$ cat config.mk
export PLATFORM = sky130hd
export DESIGN_NAME = sockStatusIrq
export DESIGN_NICKNAME = d
export VERILOG_FILES = /design/src/rtl/sockStatusPkg.sv /design/src/rtl/sockStatusControl.sv /design/src/rtl/sockStatusDatapath.sv /design/src/rtl/sockStatusIrq.sv
export SDC_FILE = /design/constraint.sdc
export NUM_CORES = 1
export LEC_CHECK = 0
export CORE_ASPECT_RATIO = 2
export CORE_MARGIN = 2
export CORE_UTILIZATION = 45
export CTS_CLUSTER_SIZE = 20
export DETAILED_ROUTE_END_ITERATION = 8
export HOLD_SLACK_MARGIN = 0.12
export PLACE_DENSITY = 0.72
export SYNTH_ARGS = -nofsm -noshare
export SYNTH_HDL_FRONTEND = slang
export SYNTH_SLANG_ARGS = --single-unit
$ cat constraint.sdc
create_clock -name clk -period 1.5 [get_ports clk]
set_input_delay 0.3 -clock clk [delete_from_list [all_inputs] [get_ports clk]]
set_output_delay 0.3 -clock clk [all_outputs]
set_load 0.05 [all_outputs]
$ cat src/rtl/sockStatusPkg.sv
package sockStatusPkg;
  localparam int NUM_SLOTS = 2;
  localparam int HALF_W    = 16;
  localparam int PIN_W     = 8;
  localparam int REG_W     = NUM_SLOTS * HALF_W;
  localparam int PIN_BASE  = HALF_W - PIN_W;

  localparam int CD2_PIN   = 4;
  localparam int CD1_PIN   = 3;
  localparam int RDY_PIN   = 0;

  localparam int LVL_LO_BIT = 7;
  localparam int LVL_HI_BIT = 6;
  localparam int RISE_BIT   = 5;
  localparam int FALL_BIT   = 4;

  localparam logic [HALF_W-1:0] LATCH_MASK  = 16'hFF30;
  localparam logic [HALF_W-1:0] ENABLE_MASK = 16'hFFF0;

  typedef enum logic [1:0] {
    SEL_PINS   = 2'd0,
    SEL_CHANGE = 2'd1,
    SEL_ENABLE = 2'd2,
    SEL_NONE   = 2'd3
  } regSel_e;

  typedef struct packed {
    logic wrChange;
    logic wrEnable;
    logic arm;
  } ctrlStrobes_t;
endpackage

$ cat src/rtl/sockStatusControl.sv
module sockStatusControl
  import sockStatusPkg::*;
#(
  parameter int SYNC_STAGES = 2
) (
  input  logic         clk,
  input  logic         rstN,
  input  logic         wrEn,
  input  logic [1:0]   regSel,
  output ctrlStrobes_t strobes
);
  localparam int WARM_LIMIT = SYNC_STAGES + 1;
  localparam int WARM_W     = $clog2(WARM_LIMIT + 1);

  logic [WARM_W-1:0] warmCnt;

  always_ff @(posedge clk) begin
    if (!rstN) begin
      warmCnt <= '0;
    end else if (warmCnt != WARM_W'(WARM_LIMIT)) begin
      warmCnt <= warmCnt + 1'b1;
    end
  end

  always_comb begin
    strobes.wrChange = wrEn && (regSel == SEL_CHANGE);
    strobes.wrEnable = wrEn && (regSel == SEL_ENABLE);
    strobes.arm      = (warmCnt == WARM_W'(WARM_LIMIT));
  end
endmodule

$ cat src/rtl/sockStatusDatapath.sv
module sockStatusDatapath
  import sockStatusPkg::*;
#(
  parameter int SYNC_STAGES = 2
) (
  input  logic                       clk,
  input  logic                       rstN,
  input  logic [NUM_SLOTS*PIN_W-1:0] sockPins,
  input  ctrlStrobes_t               strobes,
  input  logic [1:0]                 regSel,
  input  logic [REG_W-1:0]           wrData,
  output logic [REG_W-1:0]           rdData,
  output logic                       irq,
  output logic [NUM_SLOTS-1:0]       cardPresent,
  output logic [REG_W-1:0]           statView,
  output logic [REG_W-1:0]           chgView,
  output logic [REG_W-1:0]           enView
);
  logic [NUM_SLOTS-1:0] slotPending;

  for (genvar s = 0; s < NUM_SLOTS; s++) begin : gSlot
    localparam int HI  = REG_W - 1 - s * HALF_W;
    localparam int PHI = (NUM_SLOTS - s) * PIN_W - 1;

    logic [PIN_W-1:0]  syncStage [SYNC_STAGES];
    logic [PIN_W-1:0]  pinSync;
    logic [PIN_W-1:0]  pinPrev;
    logic [PIN_W-1:0]  edges;
    logic [PIN_W-1:0]  detMask;
    logic [HALF_W-1:0] setVec;
    logic [HALF_W-1:0] clrVec;
    logic [HALF_W-1:0] levelVec;
    logic [HALF_W-1:0] latched;
    logic [HALF_W-1:0] enable;

    always_ff @(posedge clk) begin
      if (!rstN) begin
        for (int k = 0; k < SYNC_STAGES; k++) syncStage[k] <= '0;
        pinPrev <= '0;
      end else begin
        syncStage[0] <= sockPins[PHI -: PIN_W];
        for (int k = 1; k < SYNC_STAGES; k++) syncStage[k] <= syncStage[k-1];
        pinPrev <= pinSync;
      end
    end

    assign pinSync = syncStage[SYNC_STAGES-1];
    assign edges   = pinSync ^ pinPrev;

    always_comb begin
      detMask = '1;
      if (pinSync[CD1_PIN] != pinSync[CD2_PIN]) begin
        detMask[CD1_PIN] = 1'b0;
        detMask[CD2_PIN] = 1'b0;
      end
      setVec = '0;
      setVec[HALF_W-1 -: PIN_W] = edges & detMask;
      setVec[RISE_BIT] = pinSync[RDY_PIN] & ~pinPrev[RDY_PIN];
      setVec[FALL_BIT] = ~pinSync[RDY_PIN] & pinPrev[RDY_PIN];
      if (!strobes.arm) setVec = '0;

      clrVec = strobes.wrChange ? (wrData[HI -: HALF_W] & LATCH_MASK) : '0;

      levelVec = '0;
      levelVec[LVL_LO_BIT] = strobes.arm & ~pinSync[RDY_PIN];
      levelVec[LVL_HI_BIT] = strobes.arm & pinSync[RDY_PIN];
    end

    always_ff @(posedge clk) begin
      if (!rstN) begin
        latched <= '0;
        enable  <= '0;
      end else begin
        latched <= (latched & ~clrVec) | setVec;
        if (strobes.wrEnable) enable <= wrData[HI -: HALF_W] & ENABLE_MASK;
      end
    end

    assign statView[HI -: HALF_W] = {pinSync, {PIN_BASE{1'b0}}};
    assign chgView[HI -: HALF_W]  = latched | levelVec;
    assign enView[HI -: HALF_W]   = enable;
    assign slotPending[s]         = |((latched | levelVec) & enable);
    assign cardPresent[s]         = ~pinSync[CD1_PIN] & ~pinSync[CD2_PIN];
  end

  always_ff @(posedge clk) begin
    if (!rstN) irq <= 1'b0;
    else       irq <= |slotPending;
  end

  always_comb begin
    case (regSel)
      SEL_PINS:   rdData = statView;
      SEL_CHANGE: rdData = chgView;
      SEL_ENABLE: rdData = enView;
      default:    rdData = '0;
    endcase
  end
endmodule

$ cat src/rtl/sockStatusIrq.sv
module sockStatusIrq
  import sockStatusPkg::*;
#(
  parameter int SYNC_STAGES = 2
) (
  input  logic        clk,
  input  logic        rstN,
  input  logic [15:0] sockPins,
  input  logic        wrEn,
  input  logic [1:0]  regSel,
  input  logic [31:0] wrData,
  output logic [31:0] rdData,
  output logic        irq,
  output logic [1:0]  cardPresent
);
  ctrlStrobes_t     strobes;
  logic [REG_W-1:0] statView;
  logic [REG_W-1:0] chgView;
  logic [REG_W-1:0] enView;

  sockStatusControl #(.SYNC_STAGES(SYNC_STAGES)) u_control (
    .clk(clk), .rstN(rstN), .wrEn(wrEn), .regSel(regSel), .strobes(strobes)
  );

  sockStatusDatapath #(.SYNC_STAGES(SYNC_STAGES)) u_datapath (
    .clk(clk), .rstN(rstN), .sockPins(sockPins), .strobes(strobes),
    .regSel(regSel), .wrData(wrData), .rdData(rdData), .irq(irq),
    .cardPresent(cardPresent), .statView(statView), .chgView(chgView),
    .enView(enView)
  );
endmodule

==> flow_summary.json, run 1 <==
{
  "drtPass1Iterations": 4,
  "crit_fanout": 4,
  "drv_slew": 0,
  "p_sw_frac": 0.238,
  "grt_pass1_vias": 3341,
  "fp.dieH_um": 139,
  "cts-root-buf": "clkbuf_16",
  "nets": 577,
  "rows": 49,
  "fin_crit_sh": 1.05,
  "nFillCells": 649,
  "synth_area_leader_cell": "dfxtp_1",
  "p_seq_frac": 0.440,
  "synth_mux_area_frac": 0.0464,
  "placed_area_um2": 5280,
  "ios": 88,
  "synth_top_family_by_area": "simple AND/OR/NAND/NOR gates",
  "hold_viol_final": 0,
  "cts.sinks": 95,
  "crit_arrival_ns": 1.27,
  "antenna_found_initial": 0,
  "synth_most_common_cell": "dfxtp_1",
  "layout_min_cycle_time_ns": 1.57,
  "crit_type": "reg -> out",
  "synthArstFlopShare": 0,
  "synth_xor_area_frac": 0.0321,
  "seqCellArea_um2": 1940,
  "area_growth_pct": 44.9,
  "clock_latency_ns": 0.34,
  "hold-worst-slack_ns": 0.427,
  "maxClockFrequency_mhz": 635,
  "clkTransAtPathRegs_ns": 0.07,
  "routed_wl_um": 10100,
  "ir_drop_v": 0.000698,
  "max_cap_viol_count": 0,
  "yosysTopAreaCellShare": 0.464,
  "syn_avg_cell_area_um2": 9.31,
  "clock_skew_ns": 0.00651,
  "synthCells": 440,
  "route.detailed.drc": 0,
  "comb_power_share": 0.137,
  "chipWidth_um": 71.5,
  "layout_setup_ws_ns": -0.0738,
  "cellLeakagePower_nw": 2.33,
  "via_per_inst": 5.18,
  "hold_class": "reg -> reg",
  "grt_use_total": 0.215,
  "grt_pass1_wl_um": 16400,
  "end_kind": "output port",
  "power.switching_mw": 1.46,
  "required_ns": 1.20,
  "io_buffers": 71,
  "finalSetupViolCount": 4,
  "dieArea_um2": 9930,
  "rsz0062_at_grt": "yes",
  "grt_max_degree": 96,
  "crit_slowest_cell": "dfxtp_2",
  "violations": "setup timing",
  "p_clk_frac": 0.423,
  "h-tree-depth": 3,
  "slowest_delay_ns": 0.36,
  "synth_edf_count": 0,
  "initialDrtViolationCount": 158,
  "fin_area_um2": 5930,
  "vias": 3235,
  "cts_buffers": 9,
  "synth-seq-cells": 95,
  "tritoncts": "yes",
  "yosys_most_used_dff": "dfxtp_1",
  "gr-total-overflow": 0,
  "ys_types": 30,
  "ys_seq_area_frac": 0.464,
  "initial_utilization": 0.461,
  "hpwl_um": 6650,
  "internal_power_mw": 4.67,
  "synthAdderAreaFrac": 0.0214,
  "max-clock-path-buffers": 2,
  "p_per_area_nw_per_um2": 1030,
  "synth-simple-area-share": 0.182,
  "multi_input_area_um2": 2180,
  "status": "finished with violations",
  "cp_cell_sequence": "ha_4, nand2_8, o21ai_4, buf_12",
  "ys_warn_count": 0,
  "core_area_um2": 8890,
  "synth_compound_area_frac": 0.181,
  "drive_above_1_share": 0.284,
  "gp_congestion": 0.850,
  "wl_per_cell_um": 16.1,
  "antenna_cells": 0,
  "startpoint_type": "flop",
  "synth_area_um2": 4100,
  "synth_commonest_cells": "dfxtp_1 (95), nand2_1 (84), and2_1 (49)",
  "antenna_left": 0,
  "synth_top_cells_by_area": "dfxtp_1 (46%), nand2_1 (7.7%), and2_1 (7.5%), a21boi_2 (4.9%), mux2i_1 (4.6%)"
}
[power groups by stage]
stage | clock network (mW) | logic [mW] | registers (mW)
5_1_grt | 2.74 | 0.900 | 2.71
2_1_floorplan | 0 | 0.453 | 2.72
4_1_cts | 2.64 | 0.824 | 2.69
3_3_place_gp | 0 | 0.744 | 2.74
6_report | 2.59 | 0.841 | 2.69
3_5_place_dp | 0 | 0.754 | 2.74
[cell families (layout without fill, tap and decap cells)]
kind of cell | Yosys count | after routing
mux | 19 | 19
flops | 95 | 95
xor+xnor | 15 | 15
fa+ha+maj | 7 | 7
simple gates | 148 | 148
compound gates | 100 | 100
buf+inv | 55 | 130
other cells | 1 | 8
[stage by stage]
| step | TNS [ns] | utilization | setup WS [ns] | std cells | power [mW] |
|---|---|---|---|---|---|
| 2_1_floorplan | -0.276 | - | -0.129 | 447 | 3.18 |
| 3_3_place_gp | -23.89 | 0.594 | -0.437 | 601 | 3.48 |
| 3_5_place_dp | -25.90 | 0.594 | -0.466 | 601 | 3.49 |
| 4_1_cts | -0.318 | 0.657 | -0.0727 | 621 | 6.16 |
| 5_1_grt | -0.470 | 0.668 | -0.120 | 624 | 6.35 |
| 6_report | -0.278 | 0.668 | -0.0738 | 624 | 6.13 |
[final cells by class]
class / count / share of cell area
Multi-Input combinational cell: 297 / 0.367
Sequential cell: 95 / 0.327
Timing Repair Buffer: 92 / 0.213
Clock buffer: 9 / 0.0380
Tap cell: 102 / 0.0215
Clock inverter: 7 / 0.0200
Inverter: 22 / 0.0139
[layer usage]
metal  wire length (um)  GRT usage
met3                353     0.0436
met2               5410      0.376
met1               3770      0.225
met5                  0          0
met4                519      0.137
[critical path, delay by kind of cell (launching register included)]
| family | cells | cell delay, ns |
|---|---|---|
| AOI/OAI and AO/OA | 1 | 0.16 |
| DFF | 1 | 0.36 |
| and+or+nand+nor | 1 | 0.09 |
| adders and majority gates | 1 | 0.18 |
| buffers and inverters | 1 | 0.15 |
[path summary, 6_finish.rpt]
check | startpoint | endpoint | slack [ns] | cells past startpoint
setup / recovery | u_control.warmCnt[1] | rdData[22] | -0.07 | 4
setup reg to reg | u_datapath.gSlot[0].syncStage[0][8] | u_datapath.irq | 0.04 | 4
hold reg to reg | u_datapath.gSlot[1].syncStage[0][1] | u_datapath.gSlot[1].syncStage[0][9] | 0.43 | 1
hold / removal | u_datapath.gSlot[1].syncStage[0][1] | u_datapath.gSlot[1].syncStage[0][9] | 0.43 | 1
[flip-flops by register name (all words and copies together), names as in the netlist]
signal	cells
u_datapath.gSlot.syncStage	32
u_datapath.gSlot.enable	24
u_datapath.gSlot.latched	20
u_datapath.gSlot.pinPrev	16
u_control.warmCnt	2
u_datapath.irq	1
[layout by cell type, fill, tap and decap left out, types with 4 or more instances in the layout]
| master | count |
|---|---|
| a22oi_1 | 10 |
| nand2_2 | 9 |
| nor3b_1 | 4 |
| buf_12 | 33 |
| buf_4 | 10 |
| xnor2_1 | 5 |
| conb_1 | 8 |
| clkbuf_16 | 9 |
| ha_1 | 6 |
| clkdlybuf4s50_1 | 41 |
| and2_1 | 49 |
| dfxtp_4 | 4 |
| o21a_1 | 6 |
| a22o_1 | 4 |
| o21ai_4 | 9 |
| o21ai_2 | 11 |
| o21ai_0 | 14 |
| dfxtp_1 | 74 |
| a21boi_2 | 18 |
| dfxtp_2 | 17 |
| nand2_1 | 73 |
| a21boi_0 | 24 |
| inv_1 | 22 |
| xor2_1 | 10 |
| buf_6 | 4 |
| mux2i_1 | 14 |
[timing repair]
item	in CTS	in global routing
resized for setup	52	23
pin swaps	5	3
hold buffers	0	0
endpoints found under the setup margin	57	22
cloned	2	0
setup buffers	3	3
(Power assumes the default switching activity.)
==> run 2: changes to the inputs <==
--- a/config.mk
+++ b/config.mk
@@ -7,11 +7,12 @@
 export LEC_CHECK = 0
 export CORE_ASPECT_RATIO = 2
 export CORE_MARGIN = 2
-export CORE_UTILIZATION = 45
+export CORE_UTILIZATION = 27
 export CTS_CLUSTER_SIZE = 20
 export DETAILED_ROUTE_END_ITERATION = 8
+export GPL_TIMING_DRIVEN = 0
 export HOLD_SLACK_MARGIN = 0.12
-export PLACE_DENSITY = 0.72
+export SLEW_MARGIN = 20
 export SYNTH_ARGS = -nofsm -noshare
 export SYNTH_HDL_FRONTEND = slang
 export SYNTH_SLANG_ARGS = --single-unit
==> flow_summary.json, run 2 (same netlist as run 1, synthesis figures left out) <==
{
  "final_cell_mix": "dfxtp_1 (84), nand2_1 (66), and2_1 (49), clkdlybuf4s50_1 (41), buf_6 (33)",
  "nets": 599,
  "h-tree-depth": 3,
  "layout_min_cycle_time_ns": 1.59,
  "clock_skew_ns": 0.0101,
  "grt_max_degree": 15,
  "hold_class": "in -> reg",
  "wl_per_cell_um": 17.2,
  "timing.rr.end": "u_datapath.irq",
  "routed_wl_um": 12700,
  "ir_drop_v": 0.000599,
  "initialDrtViolationCount": 231,
  "regMostFlops": "u_datapath.gSlot.syncStage",
  "power.switching_mw": 1.46,
  "antenna_found_initial": 0,
  "hpwl_um": 9050,
  "drtPass1Iterations": 4,
  "tritoncts": "yes",
  "grt_use_total": 0.159,
  "startpoint_type": "input port",
  "p_clk_frac": 0.405,
  "crit_type": "in -> out",
  "cts-root-buf": "clkbuf_16",
  "nFillCells": 1504,
  "relSlewSlack": 0.606,
  "end_kind": "output port",
  "required_ns": 1.20,
  "area_growth_pct": 46.3,
  "reg_top3": "u_datapath.gSlot.syncStage: 32 flops, u_datapath.gSlot.enable: 24 flops, u_datapath.gSlot.latched: 20 flops",
  "maxClockFrequency_mhz": 627,
  "drive_above_1_share": 0.294,
  "chipWidth_um": 91.1,
  "layout_setup_ws_ns": -0.0937,
  "layout_commonest_cell": "dfxtp_1",
  "crit_end": "rdData[20]",
  "drv_slew": 0,
  "gr-total-overflow": 0,
  "vias": 3376,
  "max-clock-path-buffers": 2,
  "max_cap_viol_count": 0,
  "fin_crit_sh": 1.06,
  "cts.sinks": 95,
  "violations": "setup timing",
  "grt_pass1_vias": 3442,
  "preCtsSetupSlack_ns": -1.34,
  "gp_congestion": 0.815,
  "rsz0062_at_grt": "yes",
  "core_area_um2": 14800,
  "clkTransAtPathRegs_ns": 0.07,
  "crit_arrival_ns": 1.29,
  "via_per_inst": 4.57,
  "rows": 63,
  "tightestPinTransition_ns": 0.590,
  "holdBufCountCts": 0,
  "status": "finished with violations",
  "initial_utilization": 0.276,
  "hold_viol_final": 0,
  "cellLeakagePower_nw": 2.46,
  "internal_power_mw": 4.55,
  "p_sw_frac": 0.243,
  "comb_power_share": 0.146,
  "seqCellArea_um2": 1920,
  "antenna_left": 0,
  "clock_latency_ns": 0.34,
  "final_core_util": 0.404,
  "finalSetupViolCount": 16,
  "grt_pass1_wl_um": 19100,
  "r2r_setup_slack_ns": 0.10,
  "dieArea_um2": 16200,
  "p_seq_frac": 0.449,
  "timing.rr.start": "u_datapath.gSlot[1].syncStage[0][8]",
  "io_buffers": 70,
  "ios": 88,
  "multi_input_area_um2": 2260,
  "power_mw": 6.01,
  "p_per_area_nw_per_um2": 1000,
  "r2r_cells": 4,
  "worstSetupStartpoint": "regSel[0]",
  "hold-worst-slack_ns": 0.323,
  "fp.dieH_um": 178,
  "cts_buffers": 9,
  "route.detailed.drc": 0,
  "largest_reg_flops": 32,
  "crit_fanout": 5,
  "antenna_cells": 0
}
## run 2: cell count changes in the layout (fill, tap and decap cells not counted), moves of 3 or more
cell      change
dfxtp_1      +10
nand2_1       -7
dfxtp_2       -9
buf_12       -29
buf_2         +3
clkbuf_1      +8
mux2i_2       +3
nand2_2       -3
nand2_4      +10
buf_6        +29
clkbuf_8      +5
buf_4         +6
## run 2: critical path, stage by stage
cell	delay, ns
buf_8	0.10
buf_8	0.14
buf_6	0.11
and2b_4	0.20
a22o_1	0.27
buf_6	0.16
## run 2: routing by layer
metal	up-vias	wire length, um	global-route usage
li1	1624	-	-
met1	1601	4180	0.149
met2	122	7290	0.312
met3	29	665	0.0304
met4	0	558	0.0903
met5	-	0	0
## run 2: cell type report
cell class,count,share of cell area
flip-flops and latches,95,0.321
clock inverters,2,0.00585
multi-input cells,297,0.377
clock buffers,14,0.0491
well taps,195,0.0407
repair buffers,85,0.155
inverters,22,0.0138
plain buffers,29,0.0376
## run 2: power by group through the flow
stage | combinational, mW | clock (mW) | sequential (mW)
after floorplan | 0.453 | 0 | 2.72
after global placement | 0.731 | 0 | 2.74
after detailed placement | 0.739 | 0 | 2.74
after CTS | 0.885 | 2.49 | 2.69
after global routing | 0.935 | 2.59 | 2.71
final | 0.879 | 2.43 | 2.70
## run 2: worst min-delay path by stage
stage / start / end / slack (ns) / depth (start not counted)
6_report: rstN / u_datapath.gSlot[1].enable[4] / 0.32 / 2
4_1_cts: rstN / u_datapath.gSlot[1].enable[4] / 0.32 / 2
5_1_grt: rstN / u_datapath.gSlot[1].enable[4] / 0.33 / 2
2_1_floorplan: u_datapath.gSlot[0].syncStage[0][2] / u_datapath.gSlot[0].syncStage[0][10] / 0.41 / 1
3_3_place_gp: u_datapath.gSlot[1].syncStage[0][4] / u_datapath.gSlot[1].syncStage[0][12] / 0.41 / 1
3_5_place_dp: u_datapath.gSlot[1].syncStage[0][3] / u_datapath.gSlot[1].syncStage[0][11] / 0.42 / 1
## run 2: what timing repair did
item | 4_1_cts | 5_1_grt
gates cloned | 3 | 0
endpoints found under the setup margin | 32 | 26
buffers inserted | 13 | 0
pin swaps | 19 | 7
resized for setup | 261 | 28
## run 2: per-stage QoR
stage                     std cells  area, um^2  TNS (ns)
after floorplan                 447        4220    -0.276
after global placement          712        5160    -40.68
after detailed placement        712        5160    -41.42
after CTS                       743        5950     -1.17
after global routing            739        5990     -1.18
final                           739        5990    -0.681
